[config.mk]
export PLATFORM = sky130hd
export DESIGN_NAME = ushift
export DESIGN_NICKNAME = d
export VERILOG_FILES = /design/src/rtl/ushift.sv
export SDC_FILE = /design/constraint.sdc
export NUM_CORES = 1
export LEC_CHECK = 0
export BUFFER_PORTS_ARGS = -buffer_cell sky130_fd_sc_hd__buf_2
export CAP_MARGIN = 10
export CORE_AREA = 2 2 44 46
export CTS_CLUSTER_SIZE = 28
export DETAILED_ROUTE_END_ITERATION = 10
export DIE_AREA = 0 0 46 48
export PLACE_DENSITY = 0.8
export SLEW_MARGIN = 20
export SYNTH_ARGS = -nofsm -noshare
export SYNTH_HDL_FRONTEND = slang
export SYNTH_SLANG_ARGS = --single-unit
[constraint.sdc]
create_clock -name clk -period 0.8 [get_ports clk]
set_input_delay 0.12 -clock clk [delete_from_list [all_inputs] [get_ports clk]]
set_output_delay 0.12 -clock clk [all_outputs]
set_load 0.02 [all_outputs]
[src/rtl/ushift.sv]
module ushift #(
  parameter int N       = 8,
  parameter bit REG_OUT = 1'b1,
  localparam int K      = $clog2(N)
) (
  input  logic         clk,
  input  logic         rst_n,
  input  logic [N-1:0] data_in,
  input  logic [K-1:0] amount,
  input  logic         dir_left,
  input  logic         arith,
  input  logic         rotate,
  output logic [N-1:0] data_out,
  output logic         illegal_op
);

  logic         eff_arith;
  logic         fill_bit;
  logic [N-1:0] mirrored;
  logic [N-1:0] fixed;
  logic [N-1:0] result;
  logic [(K+1)*N-1:0] stg;

  assign eff_arith = arith & ~rotate;
  assign fill_bit  = eff_arith & ~dir_left & data_in[N-1];

  for (genvar p = 0; p < N/2; p++) begin : g_front_swap
    assign mirrored[p]     = dir_left ? data_in[N-1-p] : data_in[p];
    assign mirrored[N-1-p] = dir_left ? data_in[p]     : data_in[N-1-p];
  end

  assign stg[K*N +: N] = mirrored;

  for (genvar j = K-1; j >= 0; j--) begin : g_layer
    localparam int SH = 1 << j;
    for (genvar b = 0; b < N; b++) begin : g_bit
      if (b + SH < N) begin : g_move
        assign stg[j*N+b] = amount[j] ? stg[(j+1)*N+b+SH] : stg[(j+1)*N+b];
      end else begin : g_edge
        assign stg[j*N+b] = amount[j] ? (rotate ? stg[(j+1)*N+b+SH-N] : fill_bit)
                                      : stg[(j+1)*N+b];
      end
    end
  end

  assign fixed = {stg[N-1:1], (dir_left & eff_arith) ? data_in[N-1] : stg[0]};

  for (genvar p = 0; p < N/2; p++) begin : g_back_swap
    assign result[p]     = dir_left ? fixed[N-1-p] : fixed[p];
    assign result[N-1-p] = dir_left ? fixed[p]     : fixed[N-1-p];
  end

  if (REG_OUT) begin : g_reg
    always_ff @(posedge clk or negedge rst_n) begin
      if (!rst_n) begin
        data_out   <= '0;
        illegal_op <= 1'b0;
      end else begin
        data_out   <= result;
        illegal_op <= arith & rotate;
      end
    end
  end else begin : g_comb
    assign data_out   = result;
    assign illegal_op = arith & rotate;
  end

endmodule

==> summary.md <==
| Metric | Value |
|---|---|
| GP Congestion | 0.997 |
| Nets | 168 |
| Peak supply drop | 670 uV |
| Hold slack final | 0.232 ns |
| HP Class | input port to register |
| Arrival @ worst endpoint | 1.59 ns |
| Fin. max-slew vios | 0 |
| WS Path Type | input port to register |
| Post-route cell area | 1490 um2 |
| Total CTS buffers | 3 |
| Min Clock Period, post-route | 1.40 ns |
| Largest net degree at the start of global routing | 16 |
| Post-Place Setup Slack | -0.954 ns |
| Synthesis-stage register bit count | 9 |
| Die Footprint | 2210 um2 |
| Worst Tran Pin Value | 0.301 ns |
| Area post-placement | 1230 um2 |
| Synth unique cells | 35 |
| Global-route wire length before repair | 4310 um |
| Metal3 WL | 165 um |
| Fmax | 713 MHz |
| Synthesized area | 907 um2 |
| GR Overflow Total | 0 |
| Dpl cells | 160 |
| Vias | 1,085 |
| Synth area leaders | dfrtp_1, mux2i_1, mux4_2 |
| Vias in the first global route | 1,014 |
| Max-cap violation count | 0 |
| Tot GR Track Use | 0.272 |
| Clk slew on worst S/H paths | 0.05 ns |
| Critical Path RT | 0.98 ns |
| Critical Path Fanout Max | 7 |
| P_leak | 0.684 nW |
| Met1 wire length | 1130 um |
| 1st-pass router iterations | 4 |
| CTS tree | yes |
| Root buffer cell | clkbuf_4 |
| Synth Flop Type | dfrtp_1 |
| Synth-to-Final Area Change | 64.4% |
| DRC | 0 |
| Synth Area per Inst | 8.81 um2 |
| Vias per cell | 6.46 |
| Final ANT Viol Nets | 0 |
| Final core occ | 0.883 |
| Failing checks | negative setup slack |
| Die outline height | 48 um |
| Share of cells above drive strength 1 | 0.570 |
| Routed wl met2 | 1640 um |
| Post-DP HPWL | 1910 um |
| RSZ-0062 raised after global routing | yes |
| Area share of the largest cell type after synthesis | 0.248 |
| DR iter-0 viols | 40 |
| Initial Utilization | 0.537 |
| Total chip power | 1.87 mW |
| # IOs | 25 |
| Pwr dens | 1260 nW/um2 |
| CTS Sinks | 9 |
| Site row count | 15 |
| Final WS setup | -0.603 ns |
| Avg WL per Cell | 18.8 um |
| Fin crit share | 1.75 |
| Ys Warns | 0 |
| Fillers | 73 |
| Status | finished with violations |
| Initial antenna violation count | 0 |
| Final TNS setup | -5.08 ns |
| PortBufs | 24 |
| Htree depth | 1 |
| Syn nets | 119 |
| DRT Wirelength | 3160 um |
| Die width | 46 um |
| Post-synth EDFFs | 0 |
| CP startpoint | dir_left |
| Async set-or-reset flop fraction in the synthesized netlist | 1.00 |
| Crit end category | register |
| Clock buffer depth | 2 |
| Dominant cell type by area after synthesis | dfrtp_1 |
| Total core area | 1690 um2 |
| Seq/Total Area, Yosys | 0.248 |
| Final hold vios | 0 |
| Slew HR | 0.797 |
| Startpoint Class | input port |
| Antenna diode count | 0 |
| Layout Cells excl Fill | 168 |
| Endpoints failing setup | 17 |
| HP Start | arith |
| Syn Inst Count | 103 |
| Highest routed layer | met4 |
synthesized netlist by cell type, types with 2 or more instances:
master / instances
mux2i_1: 10
nor2_1: 10
dfrtp_1: 9
clkbuf_1: 7
nand2_1: 7
o21ai_0: 7
a211oi_1: 6
mux2_2: 4
o22ai_1: 4
mux2_4: 3
mux4_2: 3
nand3_1: 3
a21oi_1: 2
a311oi_1: 2
buf_2: 2
inv_1: 2
nor2b_1: 2
nor3_1: 2
o32ai_1: 2
sequential cells by signal, summed over array words and instances (netlist names):
| name | flops |
|---|---|
| data_out | 8 |
| illegal_op | 1 |
cells by family after synthesis:
kind of cell    count (synthesis)  share of synthesized area
mux                            21                      0.297
simple gates                   31                      0.168
compound gates                 29                      0.222
buf+inv                        13                     0.0648
flops                           9                      0.248
metal layers:
metal | GRT usage | up-vias
li1 | - | 489
met1 | 0.289 | 505
met2 | 0.492 | 68
met3 | 0.0340 | 23
met4 | 0.200 | 0
met5 | 0 | -
cell usage in the layout, fill, tap and decap left out, drive strengths merged:
master and count:
nor2b 2, o32ai 2, and3 1, a31oi 1, or2 1, and4 1
nand2 7, nor3 2, nand3 3, o21ai 7, o22ai 4, nand2b 1
a21oi 2, buf 53, dlygate4sd3 1, nor4bb 1, mux4 3, and2 1
a211oi 7, clkinvlp 1, inv 2, o211ai 1, nand3b 1, a2bb2oi 1
clkbuf 4, dfrtp 9, mux2 8, nor2 10, a22oi 1, a211o 1
mux2i 10, a311oi 2
final timing paths:
check / end / cells after the start / slack, ns
max: data_out[0] / 9 / -0.60
min: illegal_op / 3 / 0.23
max in group asynchronous: data_out[2] / 2 / 0.39
min in group asynchronous: data_out[0] / 2 / 0.24
critical path: stages:
cell and delay (ns):
buf_12 0.11, buf_6 0.12, nor4bb_4 0.31, buf_6 0.19, a311oi_2 0.06, a211oi_2 0.34, buf_4 0.18, a21oi_2 0.04
mux2i_1 0.12
timing repair:
action | in CTS | in global routing
buffers inserted | 2 | 0
setup endpoints to repair | 17 | 17
endpoints found under the hold margin | 9 | 0
resized for setup | 36 | 12
hold buffers | 1 | 0
pin swaps | 11 | 3
gates cloned | 1 | 0
power breakdown:
group          switching [mW]  internal, mW
registers              0.0305         0.520
logic                   0.473         0.513
clock network           0.145         0.191
total                   0.648          1.22
final cells by class:
class                           instances  area (um2)  area share
Clock buffer                            4        26.3      0.0176
Inverter                                3        15.0      0.0101
Timing Repair Buffer                   54         479       0.321
Sequential cell                         9         225       0.151
Tap cell                               17        21.3      0.0143
Multi-Input combinational cell         81         724       0.486
Power figures use the tool's default switching activity.
